==> src/rtl/irq_ctl_pkg.sv <==
package irq_ctl_pkg;
  localparam int unsigned SRC_N      = 7;
  localparam int unsigned SRC_CA2    = 0;
  localparam int unsigned SRC_CA1    = 1;
  localparam int unsigned SRC_SHIFT  = 2;
  localparam int unsigned SRC_CB2    = 3;
  localparam int unsigned SRC_CB1    = 4;
  localparam int unsigned SRC_TMR2   = 5;
  localparam int unsigned SRC_TMR1   = 6;
  localparam int unsigned BYTE_W     = SRC_N + 1;

  typedef logic [SRC_N-1:0] src_vec_t;

  typedef enum logic [1:0] {
    SEL_NONE = 2'd0,
    SEL_FLAG = 2'd1,
    SEL_MASK = 2'd2
  } reg_sel_e;
endpackage

==> src/rtl/irq_flag_bank.sv <==
module irq_flag_bank #(
  parameter int unsigned N = 7
) (
  input  logic         clk,
  input  logic         rst_n,
  input  logic [N-1:0] set_i,
  input  logic [N-1:0] clr_i,
  input  logic         sw_clr_en,
  input  logic [N-1:0] sw_clr_bits,
  output logic [N-1:0] flag_o
);
  logic [N-1:0] flag_q;
  logic [N-1:0] flag_nxt;
  logic [N-1:0] flag_ce;

  for (genvar i = 0; i < N; i++) begin : g_bit
    logic kill;
    always_comb begin
      kill        = clr_i[i] | (sw_clr_en & sw_clr_bits[i]);
      flag_ce[i]  = set_i[i] | kill;
      flag_nxt[i] = set_i[i] | (flag_q[i] & ~kill);
    end

    always_ff @(posedge clk or negedge rst_n) begin
      if (!rst_n)          flag_q[i] <= 1'b0;
      else if (flag_ce[i]) flag_q[i] <= flag_nxt[i];
    end

    assert_set_wins_R5: assert property (@(posedge clk) disable iff (!rst_n)
      set_i[i] |=> flag_q[i]);
    assert_flag_clear_R3: assert property (@(posedge clk) disable iff (!rst_n)
      (kill && !set_i[i]) |=> !flag_q[i]);
    assert_flag_hold_R4: assert property (@(posedge clk) disable iff (!rst_n)
      (!set_i[i] && !kill) |=> $stable(flag_q[i]));
  end

  assign flag_o = flag_q;
endmodule

==> src/rtl/irq_mask_bank.sv <==
module irq_mask_bank #(
  parameter int unsigned N = 7
) (
  input  logic         clk,
  input  logic         rst_n,
  input  logic         wr_i,
  input  logic         mode_set_i,
  input  logic [N-1:0] bits_i,
  output logic [N-1:0] mask_o
);
  logic [N-1:0] mask_q;
  logic [N-1:0] mask_nxt;

  always_comb begin
    if (mode_set_i) mask_nxt = mask_q | bits_i;
    else            mask_nxt = mask_q & ~bits_i;
  end

  always_ff @(posedge clk or negedge rst_n) begin
    if (!rst_n)    mask_q <= '0;
    else if (wr_i) mask_q <= mask_nxt;
  end

  for (genvar i = 0; i < N; i++) begin : g_chk
    assert_mask_set_R6: assert property (@(posedge clk) disable iff (!rst_n)
      (wr_i && mode_set_i && bits_i[i]) |=> mask_q[i]);
    assert_mask_clr_R7: assert property (@(posedge clk) disable iff (!rst_n)
      (wr_i && !mode_set_i && bits_i[i]) |=> !mask_q[i]);
    assert_mask_keep_R7: assert property (@(posedge clk) disable iff (!rst_n)
      !(wr_i && bits_i[i]) |=> $stable(mask_q[i]));
  end

  assign mask_o = mask_q;
endmodule

==> src/rtl/irq_line_drv.sv <==
module irq_line_drv (
  input  logic clk,
  input  logic rst_n,
  input  logic req_i,
  output logic irq_n_o
);
  logic irq_n_q;
  logic irq_ce;

  // update only when the driven level disagrees with the request
  always_comb irq_ce = (irq_n_q == req_i);

  always_ff @(posedge clk or negedge rst_n) begin
    if (!rst_n)      irq_n_q <= 1'b1;
    else if (irq_ce) irq_n_q <= ~req_i;
  end

  assert_irq_low_R10: assert property (@(posedge clk) disable iff (!rst_n)
    req_i |=> !irq_n_q);
  assert_irq_high_R10: assert property (@(posedge clk) disable iff (!rst_n)
    !req_i |=> irq_n_q);

  assign irq_n_o = irq_n_q;
endmodule

==> src/rtl/irq_mask_unit.sv <==
module irq_mask_unit
  import irq_ctl_pkg::*;
#(
  parameter int unsigned ADDR_W    = 4,
  parameter logic [ADDR_W-1:0] FLAG_ADDR = 4'hD,
  parameter logic [ADDR_W-1:0] MASK_ADDR = 4'hE
) (
  input  logic              clk,
  input  logic              rst_n,
  input  logic [SRC_N-1:0]  src_set,
  input  logic [SRC_N-1:0]  src_clr,
  input  logic              wr_en,
  input  logic [ADDR_W-1:0] addr,
  input  logic [BYTE_W-1:0] wr_data,
  output logic [BYTE_W-1:0] rd_data,
  output logic              irq_n
);
  localparam int unsigned SEL_BIT = BYTE_W - 1;

  logic     rst_s1;
  logic     rst_s2;
  reg_sel_e sel;
  src_vec_t flags;
  src_vec_t mask;
  logic     req;

  // asynchronous assert, synchronous release
  always_ff @(posedge clk or negedge rst_n) begin
    if (!rst_n) begin
      rst_s1 <= 1'b0;
      rst_s2 <= 1'b0;
    end else begin
      rst_s1 <= 1'b1;
      rst_s2 <= rst_s1;
    end
  end

  always_comb begin
    if (addr == FLAG_ADDR)      sel = SEL_FLAG;
    else if (addr == MASK_ADDR) sel = SEL_MASK;
    else                        sel = SEL_NONE;
  end

  irq_flag_bank #(.N(SRC_N)) u_flags (
    .clk         (clk),
    .rst_n       (rst_s2),
    .set_i       (src_set),
    .clr_i       (src_clr),
    .sw_clr_en   (wr_en && (sel == SEL_FLAG)),
    .sw_clr_bits (wr_data[SRC_N-1:0]),
    .flag_o      (flags)
  );

  irq_mask_bank #(.N(SRC_N)) u_mask (
    .clk        (clk),
    .rst_n      (rst_s2),
    .wr_i       (wr_en && (sel == SEL_MASK)),
    .mode_set_i (wr_data[SEL_BIT]),
    .bits_i     (wr_data[SRC_N-1:0]),
    .mask_o     (mask)
  );

  always_comb req = |(flags & mask);

  irq_line_drv u_line (
    .clk     (clk),
    .rst_n   (rst_s2),
    .req_i   (req),
    .irq_n_o (irq_n)
  );

  always_comb begin
    unique case (sel)
      SEL_FLAG: rd_data = {req, flags};
      SEL_MASK: rd_data = {1'b1, mask};
      default:  rd_data = '0;
    endcase
  end

  assert_stray_write_R11: assert property (@(posedge clk) disable iff (!rst_s2)
    (wr_en && sel == SEL_NONE && src_set == '0 && src_clr == '0)
      |=> ($stable(flags) && $stable(mask)));
  assert_masked_capture_R12: assert property (@(posedge clk) disable iff (!rst_s2)
    (src_set != '0) |=> ((flags & $past(src_set)) == $past(src_set)));
endmodule

==> config.mk <==
export PLATFORM = sky130hd
export DESIGN_NAME = irq_mask_unit
export DESIGN_NICKNAME = d
export VERILOG_FILES = /design/src/rtl/irq_ctl_pkg.sv /design/src/rtl/irq_flag_bank.sv /design/src/rtl/irq_mask_bank.sv /design/src/rtl/irq_line_drv.sv /design/src/rtl/irq_mask_unit.sv
export SDC_FILE = /design/constraint.sdc
export NUM_CORES = 1
export LEC_CHECK = 0
export ABC_AREA = 1
export CORE_ASPECT_RATIO = 0.75
export CORE_MARGIN = 10
export CORE_UTILIZATION = 38
export CTS_CLUSTER_DIAMETER = 40
export DETAILED_ROUTE_END_ITERATION = 6
export PLACE_DENSITY = 0.75
export SYNTH_ARGS = -nofsm -noshare
export SYNTH_HDL_FRONTEND = slang
export SYNTH_SLANG_ARGS = --single-unit
==> constraint.sdc <==
create_clock -name clk -period 0.9 [get_ports clk]
set_input_delay 0.18 -clock clk [delete_from_list [all_inputs] [get_ports clk]]
set_output_delay 0.18 -clock clk [all_outputs]
set_load 0.01 [all_outputs]
Word-level counts from Yosys, hierarchy flattened
Cells that the tools add are included.

Reduce and logical (&&, ||, !) cells: 3. Equality and inequality tests: 5. Bitwise operators: 47. Multiplexer cells: 4.

Operators by type and width (number): $or A1 B1 Y1 (21); $pmux W8 S2 (1); $and A1 B1 Y1 (14); $and A7 B7 Y7 (2); $eq A4 B4 Y1 const B (2); $not A1 Y1 (8); $mux W7 (1); $not A7 Y7 (1); $or A7 B7 Y7 (1); $reduce_or A7 Y1 (1); $mux W2 (2); $eq A2 B1 Y1 const B (1); $eq A2 B2 Y1 const B (1); $logic_and A1 B1 Y1 (2); $eq A1 B1 Y1 (1).

Input bits: 29. Word-level logic and storage cells: 70. Bits in registers: 17. Output and inout port bits: 9.

Longest topological paths before layout
Gate-level depths: netlist of run 1.

Depth in word-level cells: 10. Depth in mapped cells: 7. Depth with buffers taken out: 6.

Cells and area by module
A second synthesis of run 1 with hierarchy kept.

Cell total of the unflattened synthesis: 127. Area total of the unflattened synthesis: 899.6 um^2.

Modules (own cells, without submodules): irq_flag_bank (cells an instance 42, seq. area each 175.2 um^2, area each 315.3 um^2, times used 1); irq_mask_bank (cells an instance 36, seq. area each 175.2 um^2, area each 300.3 um^2, times used 1); irq_mask_unit (cells an instance 47, seq. area each 50.0 um^2, area each 254.0 um^2, times used 1); irq_line_drv (cells an instance 2, seq. area each 26.3 um^2, area each 30.0 um^2, times used 1).

Least setup slack after synthesis of run 1
No wires, ideal clock.

Path type: input-to-output. From: input port addr[1]. To: output port rd_data[0]. Stages on the path: 5. Slack: -0.078 ns. Path buffers: 0. Data required time: 0.720 ns. Arrival time: 0.798 ns. Cells stage by stage: inv_1 > nand2_1 > nor2_4 > inv_2 > o21ai_0.

Cells in the longest elaborated chain, start to end: 5. Elaborated cells between the ends (all ways): 7. Those cells by class: eq/ne (4); mux (3).

Ends and longest elaborated chain: from (decl) (line irq_mask_unit.sv:13) `input logic [ADDR_W-1:0] addr,`; $eq A4 B4 Y1 (line irq_mask_unit.sv:40) `else if (addr == MASK_ADDR) sel = SEL_MASK;`; $mux W2 (line irq_mask_unit.sv:40); $mux W2 (*) (line irq_mask_unit.sv:39) `if (addr == FLAG_ADDR) sel = SEL_FLAG;`; $eq A2 B2 Y1 or $eq A2 B1 Y1 (tied branches) (line irq_mask_unit.sv:73) `unique case (sel)`; $pmux W8 S2 (*) (line irq_mask_unit.sv:73); to (decl) (line irq_mask_unit.sv:15) `output logic [BYTE_W-1:0] rd_data,`.

Every way passes the cells marked *; elsewhere a longest branch is shown, timed or not.

==> metrics.sh, run 1 <==
OUTCOME='complete, but fails checks'
VIOLATIONS='setup timing'
FINALCOREUTILIZATION_PCT=72.3
CRITPATHKIND='flip-flop to output port'
CRITPATHMOSTFREQUENTCELL='sky130_fd_sc_hd__nand2_1'
MOST-COMMON-LAYOUT-CELLS='sky130_fd_sc_hd__nand2_1, sky130_fd_sc_hd__clkdlybuf4s50_1, sky130_fd_sc_hd__inv_1, sky130_fd_sc_hd__dfrtp_1, sky130_fd_sc_hd__buf_6'
SYNTH_FP_NETS=161
HPWLAFTERDP_UM=2130
P_LEAK_uW=0.000862
TIMING.FMAX_MHz=686
CRITICAL-PATH-MAX-STAGE-DELAY_NS=0.41
LEAST_SETUP_SLACK_ACROSS_ALL_PATHS_AFTER_LAYOUT_NS=-0.557
WHS_NS=0.0284
IR_WORST_VDD_V=0.000897
GRT_PASS1_VIAS=1082
CAP_VIOLATIONS=0
INTERNAL-POWER_uW=1450
SYNTH_SEQ_AREA_SHARE_PCT=45.3
RSZ_0062_RAISED_AFTER_GLOBAL_ROUTING='yes'
MAPPEDNETLISTAREA_UM2=942
DIE_AREA_MM2=0.00489
START_UTIL_PCT=40.5
N_ANTENNA_CELL=0
GRT_FIRST_PASS_WIRELENGTH_UM=4930
POWER_DENSITY_OVER_CELL_AREA_mW_PER_MM2=1230
TOP_USAGE_LAYER='met2'
ROUTE.ANTENNA.REMAINING_NETS=0
TIMING.FINAL.CRIT_SHARE_PCT=162
TIMING.FINAL.MAX_SLEW_VIOLATIONS=0
LAYOUT.CELLS.NON_FILLER=232
SWITCHING_POWER_uW=616
PERIOD_MINUS_SLACK_NS=1.46
CLK-INSERTION-DELAY-LATE_NS=0.30
CELLS_ALONG_THE_CRITICAL_PATH='nand2_1, nand2_1, nor2_1, nand2_1, nand2_1, nand2_2, buf_6'
H-TREE-DEPTH=1
DETAILEDROUTE.FIRSTPASSITERATIONCOUNT=4
FINALWIRELENGTH_UM=3240
SYNTH-SEQ-CELLS=17
GLOBAL_ROUTE.OVERFLOW_TOTAL=0
PLACED_INSTS=220
GR-USAGE-MET2_PCT=20.3
SWITCHING_SHARE_PCT=29.8
GP_ROUTABILITY_CONGESTION=0.771
GLOBALROUTEMET1UTIL_PCT=14.0
YOSYSUNIQUECELLTYPES=15
FINALSETUPVIOLATIONS=16
SEQ_POWER_SHARE_PCT=45.2
R2R_CELLS=6
ROWS=15
CLKSINKCOUNT=17
FLOW.AREA_GROWTH_FROM_SYNTHESIS_PCT=78.5
WIRE_PER_INST_UM=14.0
POWER.SHARE.CLOCK_PCT=20.4
DIE_WIDTH_UM=77.5
POSTCTSHOLDBUFS=0
NFILLCELLS=203
CLOCKBUFFERDEPTH=2
LEADING_CELL_TYPE_IN_THE_LAYOUT_FILL_AND_TAPS_EXCLUDED='sky130_fd_sc_hd__nand2_1'
WORST-ENDPOINT-REQUIRED_NS=0.72
DESIGN.PORTCOUNT=38
CTS_MADE_BUFFERS=3
AVERAGE_VIA_COUNT_PER_STANDARD_CELL=4.74
TIMING.CLOCK.SKEW_NS=0.00301
CRITICAL-PATH-SLOWEST-CELL='sky130_fd_sc_hd__dfrtp_1'
GRT_USE_MET3_PCT=3.82
COMBPWRFRAC_PCT=34.4
TIMING.CRITICAL_PATH.FROM_TYPE='flip-flop'
TIMING.CRITICAL_PATH.FANOUT_MAX=2
CLK_PIN_SLEW_WORST_PATHS_NS=0.10
CP_DATA_ARRIVAL_TIME_NS=1.28
SYNTHCELLS=132
DRC=0
TRITONCTS='yes'
VIAS=1099
DETAIL_ROUTE.ITER0.VIOLATIONS=85
YOSYSWARNINGS=0
COUNT_OF_BUFFERS_FROM_PORT_BUFFERING=37
GRT_USE_TOTAL_PCT=12.0
MAXIMUM_NUMBER_OF_PINS_ON_ONE_NET_BEFORE_GLOBAL_ROUTE_REPAIR=22
HOLDCRITPATHCLASS='input port to async pin'
DESIGN.CORE.AREA_MM2=0.00233
DIEHEIGHT_UM=63.1
ANTENNA_FOUND_INITIAL=0
WORST_SETUP_PATH_END_KIND='output port'
POSTSYNTHAREAPERCELL_UM2=7.14
CTSROOTBUFFERMASTER='sky130_fd_sc_hd__clkbuf_4'
LAYOUT.NETS=228
FINALHOLDVIOLCOUNT=0
DRIVE_ABOVE_1_SHARE_PCT=33.3
==> power groups by stage <==
| stage | clock network [µW] | logic, µW | registers [µW] |
|---|---|---|---|
| detailed placement | 0 | 604 | 937 |
| global route | 453 | 782 | 947 |
| finish | 423 | 711 | 937 |
| global placement | 0 | 589 | 930 |
| floorplan | 0 | 203 | 954 |
| CTS | 421 | 673 | 932 |
==> cell type report <==
class / instances / area (µm²) / share of cell area, %
sequential: 17 / 427 / 25.4
tap: 34 / 42.5 / 2.53
timing repair buffer: 66 / 654 / 38.9
multi-input combinational: 91 / 449 / 26.7
clock buffer: 4 / 26.3 / 1.56
inverter: 20 / 82.6 / 4.91
==> path summary, 6_finish.rpt <==
check | startpoint | to | slack, ns
setup / recovery | flip-flop | rd_data[7] | -0.56
hold / removal | rst_n | rst_s1$_DFF_PN0_ | 0.03
setup reg to reg | u_flags.flag_o[4]$_DFFE_PN0P_ | u_flags.flag_o[4]$_DFFE_PN0P_ | 0.02
hold reg to reg | rst_s2$_DFF_PN0_ | u_flags.flag_o[5]$_DFFE_PN0P_ | 0.19
max in group asynchronous | rst_s2$_DFF_PN0_ | u_line.irq_n_o$_DFFE_PN1N_ | 0.47
min in group clk | rst_s1$_DFF_PN0_ | rst_s2$_DFF_PN0_ | 0.36
==> metrics by stage <==
| stage | power (µW) | area, µm² | setup TNS, ns | setup WS, ns |
|---|---|---|---|---|
| finish | 2070 | 1680 | -4.63 | -0.557 |
| global placement | 1520 | 1500 | -14.70 | -1.00 |
| CTS | 2030 | 1630 | -4.72 | -0.512 |
| detailed placement | 1540 | 1500 | -15.32 | -1.02 |
| global route | 2180 | 1680 | -5.61 | -0.663 |
| floorplan | 1160 | 945 | -0.562 | -0.0776 |
==> critical path, delay by kind of cell (launching register included) <==
family,cells,cell delay (ns)
buf+inv,1,0.11
flops,1,0.41
simple gates,6,0.46
==> cells in the mapped netlist, drive strengths merged <==
master,n,area share [%]
buf,3,3.2
clkbuf,1,0.80
conb,1,0.40
dfrtp,16,42
dfstp,1,2.8
inv,20,8.0
nand2,51,21
nand3,14,7.4
nand4,7,4.6
nor2,11,6.0
o21ai,7,3.7
==> what timing repair did <==
action | 4_1_cts | 5_1_grt
buffers inserted | 8 | 4
gates cloned | 1 | 0
gates resized for setup | 68 | 21
endpoints found under the setup margin | 23 | 23
hold endpoints to repair | 0 | 0
pin swaps | 7 | 15
==> routing by layer <==
layer  share of wire, %  up-vias  routed length [µm]
li1                   -      542                   -
met1                 44      510                1420
met2                 49       41                1600
met3                5.3        6                 171
met4                1.5        0                  48
met5                  0        -                   0
==> logic make-up after synthesis <==
family          synth area share, %
buf+inv                        12.0
other cells                   0.398
flops                          45.3
compound gates                 3.72
simple gates                   38.6
Note: power is estimated with default switching activity, not from simulation.
==> run 2, diff against run 1 <==
--- a/config.mk
+++ b/config.mk
@@ -15,3 +15,4 @@
 export SYNTH_ARGS = -nofsm -noshare
 export SYNTH_HDL_FRONTEND = slang
 export SYNTH_SLANG_ARGS = --single-unit
+export TNS_END_PERCENT = 30
==> metrics.sh, run 2 (synthesis results as in run 1) <==
OUTCOME='complete, but fails checks'
VIOLATIONS='setup timing'
GRT_FIRST_PASS_WIRELENGTH_UM=5310
DETAIL_ROUTE.WIRELENGTH.MET1_UM=1350
MOST-COMMON-LAYOUT-CELLS='sky130_fd_sc_hd__nand2_1, sky130_fd_sc_hd__clkdlybuf4s50_1, sky130_fd_sc_hd__inv_1'
DRC=0
CRITPATHKIND='flip-flop to output port'
DETAIL_ROUTE.ITER0.VIOLATIONS=63
H-TREE-DEPTH=1
FLOW.AREA_GROWTH_FROM_SYNTHESIS_PCT=72.1
IR_WORST_VDD_V=0.000942
LEADING_CELL_TYPE_IN_THE_LAYOUT_FILL_AND_TAPS_EXCLUDED='sky130_fd_sc_hd__nand2_1'
HOLDCRITPATHCLASS='input port to async pin'
ANTENNA_FOUND_INITIAL=0
DESIGN.CORE.AREA_MM2=0.00233
DRIVE_ABOVE_1_SHARE_PCT=28.6
DETAILEDROUTE.FIRSTPASSITERATIONCOUNT=4
SETUP_TNS_NS=-3.59
ROWS=15
TIMING.CLOCK.SKEW_NS=0.00351
ROUTED.TOP_LAYER='met4'
TIMING.CRITICAL_PATH.FANOUT_MAX=2
FINALINSTANCEAREA_MM2=0.00162
DIEHEIGHT_UM=63.1
RSZ_0062_RAISED_AFTER_GLOBAL_ROUTING='yes'
CTSROOTBUFFERMASTER='sky130_fd_sc_hd__clkbuf_4'
DESIGN.PORTCOUNT=38
R2R_CELLS=4
DIE_AREA_MM2=0.00489
DETAILED_PLACE.AREA_MM2=0.00149
GP_ROUTABILITY_CONGESTION=0.786
CLK-INSERTION-DELAY-LATE_NS=0.29
GRT_USE_TOTAL_PCT=13.1
FINALHOLDVIOLCOUNT=0
GLOBAL_ROUTE.OVERFLOW_TOTAL=0
CLKSINKCOUNT=17
VIAS=1107
TIMING.CRITICAL_PATH.FROM_TYPE='flip-flop'
AVERAGE_VIA_COUNT_PER_STANDARD_CELL=4.81
WORST_SETUP_PATH_END_KIND='output port'
DIE_WIDTH_UM=77.5
PERIOD_MINUS_SLACK_NS=1.49
FINALWIRELENGTH_UM=3260
FINALCOREUTILIZATION_PCT=69.7
FINALSETUPVIOLATIONS=11
COUNT_OF_BUFFERS_FROM_PORT_BUFFERING=37
WHS_NS=0.0362
TIMING.FMAX_MHz=673
MET2_LENGTH_UM=1660
START_UTIL_PCT=40.5
POWER_DENSITY_OVER_CELL_AREA_mW_PER_MM2=1280
HPWLAFTERDP_UM=2280
CLK_PIN_SLEW_WORST_PATHS_NS=0.09
CLOCKBUFFERDEPTH=2
P_LEAK_uW=0.000855
TIMING.FINAL.MAX_SLEW_VIOLATIONS=0
ROUTE.ANTENNA.REMAINING_NETS=0
TRITONCTS='yes'
LEAST_SETUP_SLACK_ACROSS_ALL_PATHS_AFTER_LAYOUT_NS=-0.585
TIMING.FINAL.CRIT_SHARE_PCT=165
DR_WL_MET3_UM=223
WIRE_PER_INST_UM=14.2
N_ANTENNA_CELL=0
RRSETUPSLACK_NS=0.03
CP-STARTPOINT='u_flags.flag_o[3]$_DFFE_PN0P_'
GRT_PASS1_VIAS=1072
POSTCTSHOLDBUFS=0
CP_DATA_ARRIVAL_TIME_NS=1.31
WORST_SETUP_PATH_ENDPOINT='rd_data[7]'
MAXIMUM_NUMBER_OF_PINS_ON_ONE_NET_BEFORE_GLOBAL_ROUTE_REPAIR=22
CTS_MADE_BUFFERS=3
LAYOUT.NETS=226
CAP_VIOLATIONS=0
WORST-ENDPOINT-REQUIRED_NS=0.72
PLACE_WORST_SETUP_SLACK_NS=-1.05
run 2: worst min-delay path by stage:
stage	slack, ns	endpoint
floorplan	-0.12	rst_s1$_DFF_PN0_
global placement	0.18	u_flags.flag_o[3]$_DFFE_PN0P_
detailed placement	0.19	u_flags.flag_o[3]$_DFFE_PN0P_
CTS	0.03	rst_s2$_DFF_PN0_
global route	0.02	rst_s1$_DFF_PN0_
finish	0.04	rst_s2$_DFF_PN0_
run 2: area by class of cell:
cell class / count / area (µm²)
Fill cell: 191 / 706
Timing Repair Buffer: 64 / 627
Sequential cell: 17 / 427
Multi-Input combinational cell: 91 / 424
Inverter: 20 / 75.1
Tap cell: 34 / 42.5
Clock buffer: 4 / 26.3
run 2: metrics by stage:
stage                     cells  power, µW
after floorplan             132       1160
after global placement      219       1510
after detailed placement    219       1540
after CTS                   227       2020
after global routing        230       2210
final                       230       2070
run 2: power breakdown:
group	total [µW]	switching, µW	leakage [µW]	internal (µW)
clock	411	238	0.0000150	172
combinational	723	303	0.000640	419
sequential	934	60.0	0.000200	874
total	2070	602	0.000855	1470
run 2: repair_timing:
action                     4_1_cts  5_1_grt
setup endpoints to repair       23       21
setup buffers                    2        5
pin swaps                        5        7
cloned                           2        0
gates resized for setup         73        9
run 2: critical path, stage by stage (launching register included):
cell and delay, ns:
sky130_fd_sc_hd__dfrtp_1 0.41, sky130_fd_sc_hd__nand2_1 0.08, sky130_fd_sc_hd__nand2_1 0.06, sky130_fd_sc_hd__nor2_1 0.11, sky130_fd_sc_hd__nand2_1 0.08, sky130_fd_sc_hd__nand2_1 0.08
sky130_fd_sc_hd__nand2_1 0.08, sky130_fd_sc_hd__buf_6 0.12
run 2: per-layer routing:
layer  track usage [%]  vias up
met3              4.25        4
met5                 0        -
met2              23.2       47
met4              2.05        0
li1                  -      536
met1              15.3      520
==> run 3, diff against run 2 <==
--- a/config.mk
+++ b/config.mk
@@ -7,7 +7,7 @@
 export LEC_CHECK = 0
 export ABC_AREA = 1
 export CORE_ASPECT_RATIO = 0.75
-export CORE_MARGIN = 10
+export CORE_MARGIN = 2
 export CORE_UTILIZATION = 38
 export CTS_CLUSTER_DIAMETER = 40
 export DETAILED_ROUTE_END_ITERATION = 6
==> metrics.sh, run 3 (synthesis results as in run 1) <==
AVERAGE_VIA_COUNT_PER_STANDARD_CELL=4.68
ROWS=15
CLOCKBUFFERDEPTH=2
WORST_SETUP_PATH_END_KIND='output port'
P_LEAK_uW=0.000857
WIRE_PER_INST_UM=12.6
ROUTE.ANTENNA.REMAINING_NETS=0
NFILLCELLS=194
HPWLAFTERDP_UM=1900
GRT_USE_TOTAL_PCT=20.6
DIE_AREA_MM2=0.00290
OUTCOME='complete, but fails checks'
CRITICAL-PATH-SLOWEST-CELL='sky130_fd_sc_hd__dfrtp_1'
CTSROOTBUFFERMASTER='sky130_fd_sc_hd__clkbuf_4'
TIMING.CLOCK.SKEW_NS=0.00136
CAP_VIOLATIONS=0
MOST-COMMON-LAYOUT-CELLS='sky130_fd_sc_hd__nand2_1, sky130_fd_sc_hd__clkdlybuf4s50_1, sky130_fd_sc_hd__inv_1, sky130_fd_sc_hd__dfrtp_1'
FINALSETUPVIOLATIONS=11
TIMING.FMAX_MHz=680
POWER.SHARE.CLOCK_PCT=19.7
VIAS=1082
IR_WORST_VDD_V=0.000710
PERIOD_MINUS_SLACK_NS=1.47
MULTI_INPUT_AREA_UM2=433
CP_DATA_ARRIVAL_TIME_NS=1.29
DESIGN.CORE.AREA_MM2=0.00233
GRT_PASS1_VIAS=982
FINALHOLDVIOLCOUNT=0
DETAIL_ROUTE.ITER0.VIOLATIONS=35
CLK_PIN_SLEW_WORST_PATHS_NS=0.10
SEQ_POWER_SHARE_PCT=44.7
CRITICAL-PATH-TOP-DELAY-FAMILY='simple AND/OR/NAND/NOR gates'
TIMING.FINAL.MAX_SLEW_VIOLATIONS=0
H-TREE-DEPTH=1
CLK-INSERTION-DELAY-LATE_NS=0.29
DESIGN.PORTCOUNT=38
GRT_FIRST_PASS_WIRELENGTH_UM=4200
INTERNAL-POWER_uW=1490
GP_ROUTABILITY_CONGESTION=0.765
LEAST_SETUP_SLACK_ACROSS_ALL_PATHS_AFTER_LAYOUT_NS=-0.570
DETAILED_PLACE.AREA_MM2=0.00149
DIEHEIGHT_UM=47.1
CLKSINKCOUNT=17
FLOW.AREA_GROWTH_FROM_SYNTHESIS_PCT=73.3
CRITPATHMOSTFREQUENTCELL='sky130_fd_sc_hd__nand2_1'
LEADING_CELL_TYPE_IN_THE_LAYOUT_FILL_AND_TAPS_EXCLUDED='sky130_fd_sc_hd__nand2_1'
COUNT_OF_BUFFERS_FROM_PORT_BUFFERING=37
LAYOUT.NETS=227
CRITPATHKIND='flip-flop to output port'
DIE_WIDTH_UM=61.5
VIOLATIONS='setup timing'
SETUP_TNS_NS=-3.47
TIMING.CRITICAL_PATH.FANOUT_MAX=2
DETAILEDROUTE.FIRSTPASSITERATIONCOUNT=4
CRIT_BUF_INV=1
SWITCHING_POWER_uW=618
CTS_MADE_BUFFERS=3
FINALINSTANCEAREA_MM2=0.00163
COMBPWRFRAC_PCT=35.6
N_ANTENNA_CELL=0
DRC=0
SWITCHING_SHARE_PCT=29.4
WORST-ENDPOINT-REQUIRED_NS=0.72
DRIVE_ABOVE_1_SHARE_PCT=31.5
RSZ_0062_RAISED_AFTER_GLOBAL_ROUTING='yes'
GLOBAL_ROUTE.OVERFLOW_TOTAL=0
POWER_DENSITY_OVER_CELL_AREA_mW_PER_MM2=1290
MAXIMUM_NUMBER_OF_PINS_ON_ONE_NET_BEFORE_GLOBAL_ROUTE_REPAIR=22
TIMING.CRITICAL_PATH.FROM_TYPE='flip-flop'
START_UTIL_PCT=40.5
CELLS_ALONG_THE_CRITICAL_PATH='nand2_1, nand2_1, nor2_1, nand2_1, nand2_1, nand2_1, buf_2'
HOLDCRITPATHCLASS='input port to async pin'
TRITONCTS='yes'
TIMING.FINAL.CRIT_SHARE_PCT=163
CRITICAL-PATH-MAX-STAGE-DELAY_NS=0.42
ANTENNA_FOUND_INITIAL=0
FF_LATCH_AREA_UM2=427
FINALWIRELENGTH_UM=2900
-- run 3: final timing paths --
kind	startpoint	to	slack, ns	cells after the start
max	u_flags.flag_o[4]$_DFFE_PN0P_	rd_data[7]	-0.57	7
min in group clk	rst_s1$_DFF_PN0_	rst_s2$_DFF_PN0_	0.36	0
max in group asynchronous	rst_s2$_DFF_PN0_	async pin	0.32	1
max reg2reg	u_flags.flag_o[4]$_DFFE_PN0P_	u_line.irq_n_o$_DFFE_PN1N_	-0.16	7
min	rst_n	rst_s2$_DFF_PN0_	0.03	1
min reg2reg	rst_s2$_DFF_PN0_	u_flags.flag_o[1]$_DFFE_PN0P_	0.14	0
-- run 3: area by class of cell --
type | count | area share [%]
well taps | 34 | 2.61
inverters | 20 | 4.60
multi-input cells | 91 | 26.5
flip-flops and latches | 17 | 26.1
repair buffers | 65 | 38.5
clock inverters | 1 | 0.307
clock buffers | 3 | 1.38
-- run 3: repair_timing --
action                                  in CTS  in global routing
gates resized for setup                     77                  8
gates cloned                                 2                  0
setup buffers                                5                  5
endpoints found under the setup margin      23                 20
pin swaps                                   10                  6
hold buffers                                 0                  0
-- run 3: metrics by stage --
| step | power (µW) | util (%) | hold WS, ns | std cells | setup WS, ns |
|---|---|---|---|---|---|
| 3_5_place_dp | 1530 | 64.1 | 0.144 | 219 | -1.03 |
| 2_1_floorplan | 1160 | - | -0.116 | 132 | -0.0776 |
| 5_1_grt | 2230 | 70.2 | 0.0262 | 231 | -0.669 |
| 6_report | 2100 | 70.2 | 0.0337 | 231 | -0.570 |
| 4_1_cts | 2050 | 68.6 | 0.0263 | 229 | -0.518 |
| 3_3_place_gp | 1510 | 64.1 | 0.142 | 219 | -0.980 |
-- run 3: metal layers --
metal	vias to the layer above	track usage, %	wire length [µm]
met5	-	0	0
met2	50	39.6	1520
li1	543	-	-
met1	487	23.7	1200
met3	2	5.23	170
met4	0	3.40	16
-- run 3: power groups by stage --
stage,sequential (µW),clock (µW),combinational (µW)
after floorplan,954,0,202
after global placement,936,0,575
after detailed placement,941,0,589
after CTS,936,428,687
after global routing,950,464,812
final,940,414,749
-- run 3: worst register-to-register path: stages, from the launching register on --
cell,delay (ns)
sky130_fd_sc_hd__dfrtp_1,0.42
sky130_fd_sc_hd__nand2_1,0.09
sky130_fd_sc_hd__nand2_1,0.06
sky130_fd_sc_hd__nor2_1,0.09
sky130_fd_sc_hd__nand2_1,0.09
sky130_fd_sc_hd__buf_4,0.14
sky130_fd_sc_hd__buf_6,0.10
sky130_fd_sc_hd__inv_2,0.03
